===== src/rtl/sysctl_pkg.sv =====
package sysctl_pkg;

  localparam int REGION_W  = 12;
  localparam int DATA_W    = 32;
  localparam int BE_W      = DATA_W / 8;
  localparam int SENSE_CNT = 6;
  localparam int IDX_W     = 4;
  localparam int SWRST_BIT = 9;

  typedef enum logic [4:0] {
    REG_NONE,
    REG_DBG_STAT,
    REG_DBG_SET,
    REG_DBG_CLR,
    REG_CLK_DIV,
    REG_CLK_FORCE,
    REG_CAUSE,
    REG_RMASK,
    REG_SWRST,
    REG_RETAIN,
    REG_VEC0,
    REG_VEC1,
    REG_HOLD,
    REG_NMI,
    REG_PWR,
    REG_SENSE,
    REG_ID
  } regSel_e;

  typedef struct packed {
    logic         wrEn;
    logic         rdEn;
    regSel_e      target;
    logic [IDX_W-1:0] idx;
  } regStrobe_t;

  function automatic logic [7:0] idWord(input logic [IDX_W-1:0] i);
    logic [7:0] v;
    case (i)
      4'd0:  v = 8'h04;
      4'd4:  v = 8'h54;
      4'd5:  v = 8'hB8;
      4'd6:  v = 8'h1B;
      4'd8:  v = 8'h0D;
      4'd9:  v = 8'hF0;
      4'd10: v = 8'h05;
      4'd11: v = 8'hB1;
      default: v = 8'h00;
    endcase
    return v;
  endfunction

endpackage


===== src/rtl/sysctl_ctrl.sv =====
module sysctl_ctrl
  import sysctl_pkg::*;
(
  input  logic                clk,
  input  logic                rstN,
  input  logic                busSel,
  input  logic                busWr,
  input  logic [REGION_W-1:0] busAddr,
  output regStrobe_t          strb,
  output logic                errFlag
);

  localparam logic [REGION_W-1:0] ID_BASE = 12'hFD0;

  logic [REGION_W-1:0] wordAddr;
  logic [REGION_W-1:0] idOff;
  regSel_e             target;
  logic [IDX_W-1:0]    idx;
  logic                readOnly;
  logic                unmapped;

  assign wordAddr = {busAddr[REGION_W-1:2], 2'b00};
  assign idOff    = wordAddr - ID_BASE;

  always_comb begin
    target   = REG_NONE;
    idx      = '0;
    readOnly = 1'b0;
    case (wordAddr)
      12'h000: begin target = REG_DBG_STAT; readOnly = 1'b1; end
      12'h004: target = REG_DBG_SET;
      12'h008: target = REG_DBG_CLR;
      12'h014: target = REG_CLK_DIV;
      12'h018: target = REG_CLK_FORCE;
      12'h100: target = REG_CAUSE;
      12'h104: target = REG_RMASK;
      12'h108: target = REG_SWRST;
      12'h10C: target = REG_RETAIN;
      12'h110: target = REG_VEC0;
      12'h114: target = REG_VEC1;
      12'h118: target = REG_HOLD;
      12'h11C: target = REG_NMI;
      12'h120: target = REG_PWR;
      12'h200: begin target = REG_SENSE; idx = 4'd0; end
      12'h204: begin target = REG_SENSE; idx = 4'd1; end
      12'h20C: begin target = REG_SENSE; idx = 4'd2; end
      12'h210: begin target = REG_SENSE; idx = 4'd3; end
      12'h214: begin target = REG_SENSE; idx = 4'd4; end
      12'h218: begin target = REG_SENSE; idx = 4'd5; end
      default: begin
        if (wordAddr >= ID_BASE) begin
          target   = REG_ID;
          idx      = idOff[IDX_W+1:2];
          readOnly = 1'b1;
        end
      end
    endcase
  end

  assign unmapped    = (target == REG_NONE);
  assign strb.target = target;
  assign strb.idx    = idx;
  assign strb.wrEn   = busSel && busWr && !readOnly && !unmapped;
  assign strb.rdEn   = busSel && !busWr;

  always_ff @(posedge clk or negedge rstN) begin
    if (!rstN) errFlag <= 1'b0;
    else       errFlag <= busSel && (unmapped || (busWr && readOnly));
  end

endmodule


===== src/rtl/sysctl_dp.sv =====
module sysctl_dp
  import sysctl_pkg::*;
#(
  parameter int                NUM_CORES = 2,
  parameter logic [DATA_W-1:0] VEC0_RST  = 32'h1000_0000,
  parameter logic [DATA_W-1:0] VEC1_RST  = 32'h1000_0000,
  parameter logic [NUM_CORES-1:0] HOLD_RST = '0
) (
  input  logic                 clk,
  input  logic                 porN,
  input  logic                 rstN,
  input  regStrobe_t           strb,
  input  logic [BE_W-1:0]      busBe,
  input  logic [DATA_W-1:0]    busWdata,
  output logic [DATA_W-1:0]    busRdata,
  output logic                 swResetReq,
  output logic [NUM_CORES-1:0] coreRelease,
  output logic [DATA_W-1:0]    vec0Word,
  output logic [DATA_W-1:0]    vec1Word,
  output logic [DATA_W-1:0]    pwrWord
);

  localparam logic [DATA_W-1:0] CAUSE_RST = 32'h1;
  localparam logic [DATA_W-1:0] PWR_RST   = 32'h1;

  logic [DATA_W-1:0] wdm;
  logic [DATA_W-1:0] dbgQ, clkDivQ, clkForceQ, causeQ, rmaskQ;
  logic [DATA_W-1:0] retainQ, nmiQ;
  logic [NUM_CORES-1:0] holdQ;
  logic [DATA_W-1:0] senseQ [SENSE_CNT];
  logic [DATA_W-1:0] rdMux;

  for (genvar b = 0; b < BE_W; b++) begin : g_lane
    assign wdm[b*8 +: 8] = busBe[b] ? busWdata[b*8 +: 8] : 8'h00;
  end

  function automatic logic hit(input regStrobe_t s, input regSel_e r);
    return s.wrEn && (s.target == r);
  endfunction

  // Plain read/write words
  always_ff @(posedge clk or negedge rstN) begin
    if (!rstN) begin
      clkDivQ   <= '0;
      clkForceQ <= '0;
      causeQ    <= CAUSE_RST;
      rmaskQ    <= '0;
      nmiQ      <= '0;
      vec1Word  <= VEC1_RST;
    end else begin
      if (hit(strb, REG_CLK_DIV))   clkDivQ   <= wdm;
      if (hit(strb, REG_CLK_FORCE)) clkForceQ <= wdm;
      if (hit(strb, REG_CAUSE))     causeQ    <= wdm;
      if (hit(strb, REG_RMASK))     rmaskQ    <= wdm;
      if (hit(strb, REG_NMI))       nmiQ      <= wdm;
      if (hit(strb, REG_VEC1))      vec1Word  <= wdm;
    end
  end

  // Retention word: power-on reset only
  always_ff @(posedge clk or negedge porN) begin
    if (!porN)                    retainQ <= '0;
    else if (hit(strb, REG_RETAIN)) retainQ <= wdm;
  end

  // Secure debug state: set port ORs, clear port clears ones
  always_ff @(posedge clk or negedge rstN) begin
    if (!rstN)                       dbgQ <= '0;
    else if (hit(strb, REG_DBG_SET)) dbgQ <= dbgQ | wdm;
    else if (hit(strb, REG_DBG_CLR)) dbgQ <= dbgQ & ~wdm;
  end

  // Lockable words
  always_ff @(posedge clk or negedge rstN) begin
    if (!rstN) begin
      vec0Word <= VEC0_RST;
      pwrWord  <= PWR_RST;
    end else begin
      if (hit(strb, REG_VEC0) && !vec0Word[0]) vec0Word <= wdm;
      if (hit(strb, REG_PWR) && pwrWord[0])    pwrWord  <= wdm;
    end
  end

  // Software reset trigger
  always_ff @(posedge clk or negedge rstN) begin
    if (!rstN) swResetReq <= 1'b0;
    else       swResetReq <= hit(strb, REG_SWRST) && wdm[SWRST_BIT];
  end

  // Boot hold bits and per-core release strobes
  always_ff @(posedge clk or negedge rstN) begin
    if (!rstN)                    holdQ <= HOLD_RST;
    else if (hit(strb, REG_HOLD)) holdQ <= wdm[NUM_CORES-1:0];
  end

  for (genvar c = 0; c < NUM_CORES; c++) begin : g_core
    always_ff @(posedge clk or negedge rstN) begin
      if (!rstN) coreRelease[c] <= 1'b0;
      else       coreRelease[c] <= hit(strb, REG_HOLD) && holdQ[c] && !wdm[c];
    end
  end

  // Power-domain sense words
  for (genvar s = 0; s < SENSE_CNT; s++) begin : g_sense
    localparam logic [DATA_W-1:0] SENSE_RST = (s == 0) ? 32'h7F : 32'h0;
    always_ff @(posedge clk or negedge rstN) begin
      if (!rstN) senseQ[s] <= SENSE_RST;
      else if (hit(strb, REG_SENSE) && (int'(strb.idx) == s)) senseQ[s] <= wdm;
    end
  end

  // Read path
  always_comb begin
    rdMux = '0;
    case (strb.target)
      REG_DBG_STAT:  rdMux = dbgQ;
      REG_CLK_DIV:   rdMux = clkDivQ;
      REG_CLK_FORCE: rdMux = clkForceQ;
      REG_CAUSE:     rdMux = causeQ;
      REG_RMASK:     rdMux = rmaskQ;
      REG_RETAIN:    rdMux = retainQ;
      REG_VEC0:      rdMux = vec0Word;
      REG_VEC1:      rdMux = vec1Word;
      REG_HOLD:      rdMux = DATA_W'(holdQ);
      REG_NMI:       rdMux = nmiQ;
      REG_PWR:       rdMux = pwrWord;
      REG_SENSE: begin
        for (int s = 0; s < SENSE_CNT; s++)
          if (int'(strb.idx) == s) rdMux = senseQ[s];
      end
      REG_ID:        rdMux = DATA_W'(idWord(strb.idx));
      default:       rdMux = '0;
    endcase
  end

  always_ff @(posedge clk or negedge rstN) begin
    if (!rstN) busRdata <= '0;
    else       busRdata <= strb.rdEn ? rdMux : '0;
  end

endmodule


===== src/rtl/subsys_sysctl.sv =====
module subsys_sysctl
  import sysctl_pkg::*;
#(
  parameter int                NUM_CORES = 2,
  parameter logic [DATA_W-1:0] VEC0_RST  = 32'h1000_0000,
  parameter logic [DATA_W-1:0] VEC1_RST  = 32'h1000_0000,
  parameter logic [NUM_CORES-1:0] HOLD_RST = '0
) (
  input  logic                 clk,
  input  logic                 porN,
  input  logic                 rstN,
  input  logic                 busSel,
  input  logic                 busWr,
  input  logic [REGION_W-1:0]  busAddr,
  input  logic [BE_W-1:0]      busBe,
  input  logic [DATA_W-1:0]    busWdata,
  output logic [DATA_W-1:0]    busRdata,
  output logic                 busErr,
  output logic                 swResetReq,
  output logic [NUM_CORES-1:0] coreRelease,
  output logic [DATA_W-1:0]    core0VecOff,
  output logic [DATA_W-1:0]    core1VecOff
);

  localparam logic [DATA_W-1:0] VEC0_MASK = {{(DATA_W-7){1'b1}}, 7'b0};

  regStrobe_t        strb;
  logic [DATA_W-1:0] vec0Word;
  logic [DATA_W-1:0] pwrWord;

  sysctl_ctrl u_ctrl (
    .clk     (clk),
    .rstN    (rstN),
    .busSel  (busSel),
    .busWr   (busWr),
    .busAddr (busAddr),
    .strb    (strb),
    .errFlag (busErr)
  );

  sysctl_dp #(
    .NUM_CORES (NUM_CORES),
    .VEC0_RST  (VEC0_RST),
    .VEC1_RST  (VEC1_RST),
    .HOLD_RST  (HOLD_RST)
  ) u_dp (
    .clk         (clk),
    .porN        (porN),
    .rstN        (rstN),
    .strb        (strb),
    .busBe       (busBe),
    .busWdata    (busWdata),
    .busRdata    (busRdata),
    .swResetReq  (swResetReq),
    .coreRelease (coreRelease),
    .vec0Word    (vec0Word),
    .vec1Word    (core1VecOff),
    .pwrWord     (pwrWord)
  );

  assign core0VecOff = vec0Word & VEC0_MASK;

endmodule


===== config.mk =====
export PLATFORM = sky130hd
export DESIGN_NAME = subsys_sysctl
export DESIGN_NICKNAME = d
export VERILOG_FILES = /design/src/rtl/sysctl_pkg.sv /design/src/rtl/sysctl_ctrl.sv /design/src/rtl/sysctl_dp.sv /design/src/rtl/subsys_sysctl.sv
export SDC_FILE = /design/constraint.sdc
export NUM_CORES = 1
export LEC_CHECK = 0
export BUFFER_PORTS_ARGS = -buffer_cell sky130_fd_sc_hd__clkbuf_2
export CORE_MARGIN = 2
export CORE_UTILIZATION = 55
export DETAILED_ROUTE_END_ITERATION = 10
export MAX_ROUTING_LAYER = met4
export PLACE_DENSITY = 0.73
export SYNTH_ARGS = -nofsm -noshare
export SYNTH_HDL_FRONTEND = slang
export SYNTH_SLANG_ARGS = --single-unit
export TNS_END_PERCENT = 10

===== constraint.sdc =====
create_clock -name clk -period 1.46 [get_ports clk]
set_input_delay 0.219 -clock clk [delete_from_list [all_inputs] [get_ports clk]]
set_output_delay 0.219 -clock clk [all_outputs]
set_load 0.02 [all_outputs]

---- Word-level counts from Yosys, hierarchy flattened ----
Memories as Yosys holds them, arrays and structs flattened.
Index checks and enable logic that the tools add are counted.
operators by class
  $add $sub $neg .......................... 1
  $lt $le $gt $ge ......................... 1
  equal/unequal tests ..................... 40
  muxes and demuxes ....................... 20
  bitwise logic cells ..................... 3
  reductions and logical operators ........ 47
operators with widths
  cell                                                               number
  32-bit case mux with 13 select lines                               1
  32-bit 2-to-1 mux                                                  9
  10-bit by 7-bit == test with 1-bit output (second input constant)  9
  5-bit case mux with 15 select lines                                1
  10-bit by 8-bit == test with 1-bit output (second input constant)  6
  5-bit by 4-bit == test with 1-bit output (second input constant)   8
  1-bit logical AND                                                  33
  32-bit AND                                                         1
  8-bit 2-to-1 mux                                                   4
  32-bit NOT                                                         1
  32-bit bitwise OR                                                  1
  4-bit case mux with 6 select lines                                 1
  10-bit by 3-bit == test with 1-bit output (second input constant)  2
  5-bit by 3-bit == test with 1-bit output (second input constant)   4
  19-bit OR reduction                                                1
  15-bit OR reduction                                                1
  12-bit greater-or-equal comparator (second input constant)         1
  12-bit zero test                                                   1
  10-bit by 1-bit == test with 1-bit output (second input constant)  1
  10-bit by 2-bit == test with 1-bit output (second input constant)  1
  5-bit by 2-bit == test with 1-bit output (second input constant)   2
  4-bit by 3-bit == test with 1-bit output (second input constant)   2
  4-bit == test (second input constant)                              2
  1-bit zero test                                                    6
  other kinds (13)                                                   13
word-level totals
  flip-flop bits (word level) ............. 550
  bits in read-only memories .............. 128
  bits of input ports ..................... 53
  output and inout bits ................... 100
  word-level logic and storage cells ...... 135
  memories ................................ 1
memories
  memory            words  width  rd ports  clocked after memory_dff  wr ports  RTL line          source
  (name not given)  16     8      1         0                         0         sysctl_pkg.sv:39  case (i)

---- Logic depth before layout (Yosys ltp) ----
  depth after elaboration ................. 12
  mapped depth ............................ 19

---- By module ----
A second synthesis with hierarchy kept.
second synthesis, totals
  cell total of the unflattened synthesis .. 2,564
  area total of the unflattened synthesis .. 24,347.1 um^2
by module, submodules not included
  module         instances  cells each  area each (um^2)  sequential area each (um^2)
  sysctl_dp      1          2,482       23,760.3          13,751.9
  sysctl_ctrl    1          74          530.5             25.0
  subsys_sysctl  1          8           56.3              0.0

---- Worst setup path before layout ----
Ideal clock, no wire load.
  path kind ............................... input port to flip-flop
  start point ............................. input busAddr[5]
  end point ............................... register u_dp.busRdata[30]
  setup time .............................. 134 ps
  arrival ................................. 3,632 ps
  data required time ...................... 1,326 ps
  setup slack ............................. -2,306 ps
  stages .................................. 18
  buffers on the path ..................... 6
  path through ............................ inv_1 -> ha_1 -> buf_2 -> or3b_2 -> a211o_1 -> clkbuf_1 -> a31o_2 -> inv_1 -> ha_1 -> clkbuf_1 -> clkbuf_1 -> clkbuf_1 -> buf_1 -> o21ai_0 -> a22oi_1 -> o22ai_1 -> o211ai_1 -> a31oi_1
on the way
  longest elaborated chain between the ends .. 12
RTL lines
  what                                                              RTL line             source
  start: declaration                                                subsys_sysctl.sv:14  input logic [REGION_W-1:0] busAddr,
  12-bit greater-or-equal comparator, or another cell as far along  sysctl_ctrl.sv:51    if (wordAddr >= ID_BASE) begin
  4-bit 2-to-1 mux / 15-bit OR reduction (equally long branches)    n/a
  4-bit case mux with 6 select lines                                sysctl_ctrl.sv:29    case (wordAddr)
  4-bit zero test                                                   sysctl_dp.sv:129     if (int'(strb.idx) == s) rdMux = senseQ[s];
  32-bit 2-to-1 mux (6 in series)                                   sysctl_dp.sv:129
  32-bit case mux with 13 select lines (*)                          sysctl_dp.sv:115     case (strb.target)
  32-bit 2-to-1 mux (*)                                             sysctl_dp.sv:138     else busRdata <= strb.rdEn ? rdMux : '0;
  end signal: assignment                                            sysctl_dp.sv:138
  end: declaration                                                  sysctl_dp.sv:15      output logic [DATA_W-1:0] busRdata,
Every way passes the cells marked *; elsewhere a longest branch is shown, timed or not.
A chain may end at the register's enable or synchronous reset.

---- Worst setup path after layout ----
  start point ............................. input busAddr[5]
  end point ............................... register u_dp.busRdata[2]
Same word-level chain as after synthesis.

==> impl_results.md <==
- Critical path's slowest cell: or3b_4
- Post-synthesis register bit count: 550
- Post-synth top area share: 53.6%
- Row count: between 70 and 80
- Clk pwr share: between 40% and 50%
- Fin cells: 3,677
- Fmax: 379 MHz
- Critical R2R Capture: u_dp.busRdata[2]
- Yosys warns: 0
- Full die area: about 47,000 µm²
- I/O Pins: ~150
- RSZ-0062 raised after global routing: true
- Layout cells sized above 1: a little over a quarter
- HP Start: busWdata[16]
- Num CTS Buffers: 55
- Switching share of power: between 20% and 30%
- Clock transition at path regs: around 0.060 ns
- Cell taking the most area after synthesis: dfrtp_1
- Cells along the critical path: clkbuf_16 -> inv_16 -> ha_4 -> or3b_4 -> a211o_1 -> buf_6 -> a31o_4 -> inv_4 -> buf_12 -> ha_4 -> buf_12 -> buf_12 -> buf_8 -> a211o_1 -> a21oi_2 -> a211o_1 -> o211ai_1 -> a31oi_1
- Pins Over Slew Limit: 0
- Critical path class: in2reg
- Cell count after synthesis: roughly 2,700
- Fin util: 71.7%
- Max FFs per register: approximately 190
- Largest net degree at the start of global routing: 80
- Iteration-0 DRC count of the detailed router: ~3,200
- Reg2Reg Setup Slack: -0.32 ns
- Core Region: roughly 45,000 µm²
- Sink Count: between 500 and 600
- Startpoint Class: input port
- PwrDens: slightly below 1000 nW/µm²
- Critical path buffer and inverter count: 8
- Cells after DPL: 3,513
- Largest cells by area after synthesis: dfrtp_1 (54%), nand2_1 (9.5%), o21ai_0 (8.1%), clkbuf_1 (2.2%), a21oi_1 (2.2%)
- Seq/Total Area, Yosys: 54.8%
- Relative slew margins: about three fifths
- CP delay by family, top: compound AO/OA/AOI/OAI gates
- WL final: a little over 90,000 µm
- CP peak stage delay: roughly 0.38 ns
- Final worst setup slack: -1.18 ns
- Status: finished with violations
- CP arrival: approximately 3.1 ns
- Critical Path RT: about 2.0 ns
- Syn_area_per_cell: around 9.5 µm²
- CTS root buf: clkbuf_16
- Routed vias/inst: roughly 6.4
- Max-cap viol count: 0
- Final min period: about 2.6 ns
- Leak: ~15 nW
- All-Layer GR Usage: approximately 40%
- Failing checks: setup timing
- Distinct cells, synth: 90
- Grt total ovfl: 0
- CTS tree: built
- Logic gate share of total power: about 6.0%
- Syn Std Cell Area: ~25,000 µm²
- Worst-path fanout max: 6
- Residual DRC count: 0
- H-Tree Depth: 2
- First-pass GRT wire length: ~140,000 µm
- Primary FF master, synth: dfrtp_1
- Die Wd: 218 µm
- EDFF count, synth: 0
- Port Buffers: 143
- HP Class: in2reg
- Worst Hold Depth: 3
- DRT Pass-1 Iters: 6
- Starting Density: around 56%
- Final setup fails: 576
- Synthesis-to-layout area growth: 29.0%
- Async SR Flop Fraction: 100%
- Routed len/inst: 25.2 µm
- Final ANT Viol Nets: 0
- Die height: 218 µm
- Fin nets: about 3,100
- Clock skew: 0.0297 ns
- Hpwl dp: ~62,000 µm
- Worst slack, placed: -1.80 ns
- Max IR drop VDD: 1.02 mV
- DR vias: 23,500
- Initial antenna violation count: 0
- CTS max path bufs: 3
- Seq pwr share: roughly 47%
- Reg2reg path depth: 6
- P_sw: around 0.0075 W
- Int Power: ~0.025 W
- Top reg by flops: u_dp.senseQ
- Final worst path period share: 181%
- Final hold vios: 0
- Final GP Congestion: between 0.9 and 1
- Clock Latency Late Sink: ~0.63 ns
- Fillers: 3,278
- Worst slew pin tran: around 0.62 ns
- CP Capture Type: register
- Vias in the first global route: between 20,000 and 25,000
stage by stage:
step	power (W)	setup TNS [ns]	hold slack, ns	instance area (µm²)
final	0.0322	-461.10	0.0220	32400
after global routing	0.0330	-502.82	0.0220	32400
after CTS	0.0322	-425.14	0.000227	32100
after detailed placement	0.0173	-834.15	0.127	29200
after global placement	0.0172	-837.71	0.126	29200
after floorplan	0.0162	-694.37	-0.0766	25400
worst register-to-register path: cells and delay by family, from the launching register on:
| family | cells | cell delay [ns] |
|---|---|---|
| DFF | 1 | 0.39 |
| and+or+nand+nor | 1 | 0.34 |
| AOI/OAI and AO/OA | 5 | 0.92 |
logic make-up after synthesis:
| family | synth area share [%] |
|---|---|
| flip-flops | 54.8 |
| buffers and inverters | 5.94 |
| XOR/XNOR | 0.0348 |
| adder cells (fa/ha/maj) | 0.448 |
| AO/OA/AOI/OAI | 24.8 |
| other | 0.0149 |
| AND/OR/NAND/NOR | 13.4 |
| multiplexers | 0.537 |
Yosys cell counts (all sizes together) (31+ instances only):
master	instances
o21ai	562
o31ai	35
a22oi	71
dfrtp	539
a21oi	112
clkbuf	157
o211ai	36
nand2	641
a31oi	31
inv	44
buf	111
layout by cell type, fill, tap and decap left out, drive strengths merged, types with 9 or more instances in the layout:
cell	instances
a222oi	12
clkbuf	226
o22ai	21
o21ai	562
inv	47
nand3	17
dfrtp	539
ha	9
o211ai	36
buf	416
nor3	11
a21oi	112
a31oi	31
nand2	641
a22o	21
nor2	27
dfstp	11
clkinv	9
a22oi	71
and2	9
mux2i	9
dlygate4sd3	21
a211o	12
a221oi	27
o31ai	35
layer usage:
metal	up-vias	track usage, %	wire [µm]
li1	10100	-	-
met1	11500	53.5	36200
met2	1523	57.8	41000
met3	410	7.73	9370
met4	0	22.1	6070
met5	-	-	0
power by group through the flow:
stage               Clock [W]  Sequential (W)  Combinational [W]
floorplan                   0          0.0155           0.000624
global placement            0          0.0155            0.00170
detailed placement          0          0.0155            0.00172
CTS                    0.0150          0.0152            0.00188
global route           0.0157          0.0152            0.00206
finish                 0.0150          0.0152            0.00195
how the worst max path moves through the flow:
stage / from / to / cells after the start
floorplan: busAddr[5] / u_dp.busRdata[1] / 17
global placement: busAddr[5] / u_dp.busRdata[13] / 13
detailed placement: busAddr[5] / u_dp.busRdata[30] / 14
CTS: busAddr[5] / u_dp.busRdata[20] / 16
global route: busAddr[5] / u_dp.busRdata[4] / 17
finish: busAddr[5] / u_dp.busRdata[2] / 18
final cells by class:
cell class	instances	area (µm²)	area share [%]
Timing Repair Buffer	580	5400	16.7
Clock inverter	19	304	0.937
Sequential cell	550	13800	42.5
Antenna cell	1	2.50	0.00771
Multi-Input combinational cell	1800	10400	32.2
Clock buffer	83	1590	4.91
Tap cell	600	751	2.31
Inverter	44	184	0.567
timing repair:
item	4_1_cts	5_1_grt
pin swaps	65	72
hold endpoints to repair	539	0
setup endpoints to repair	581	588
gates cloned	8	3
buffers inserted	20	12
hold buffers	21	0
resized for setup	104	77
Note: power is estimated with default switching activity, not from simulation.
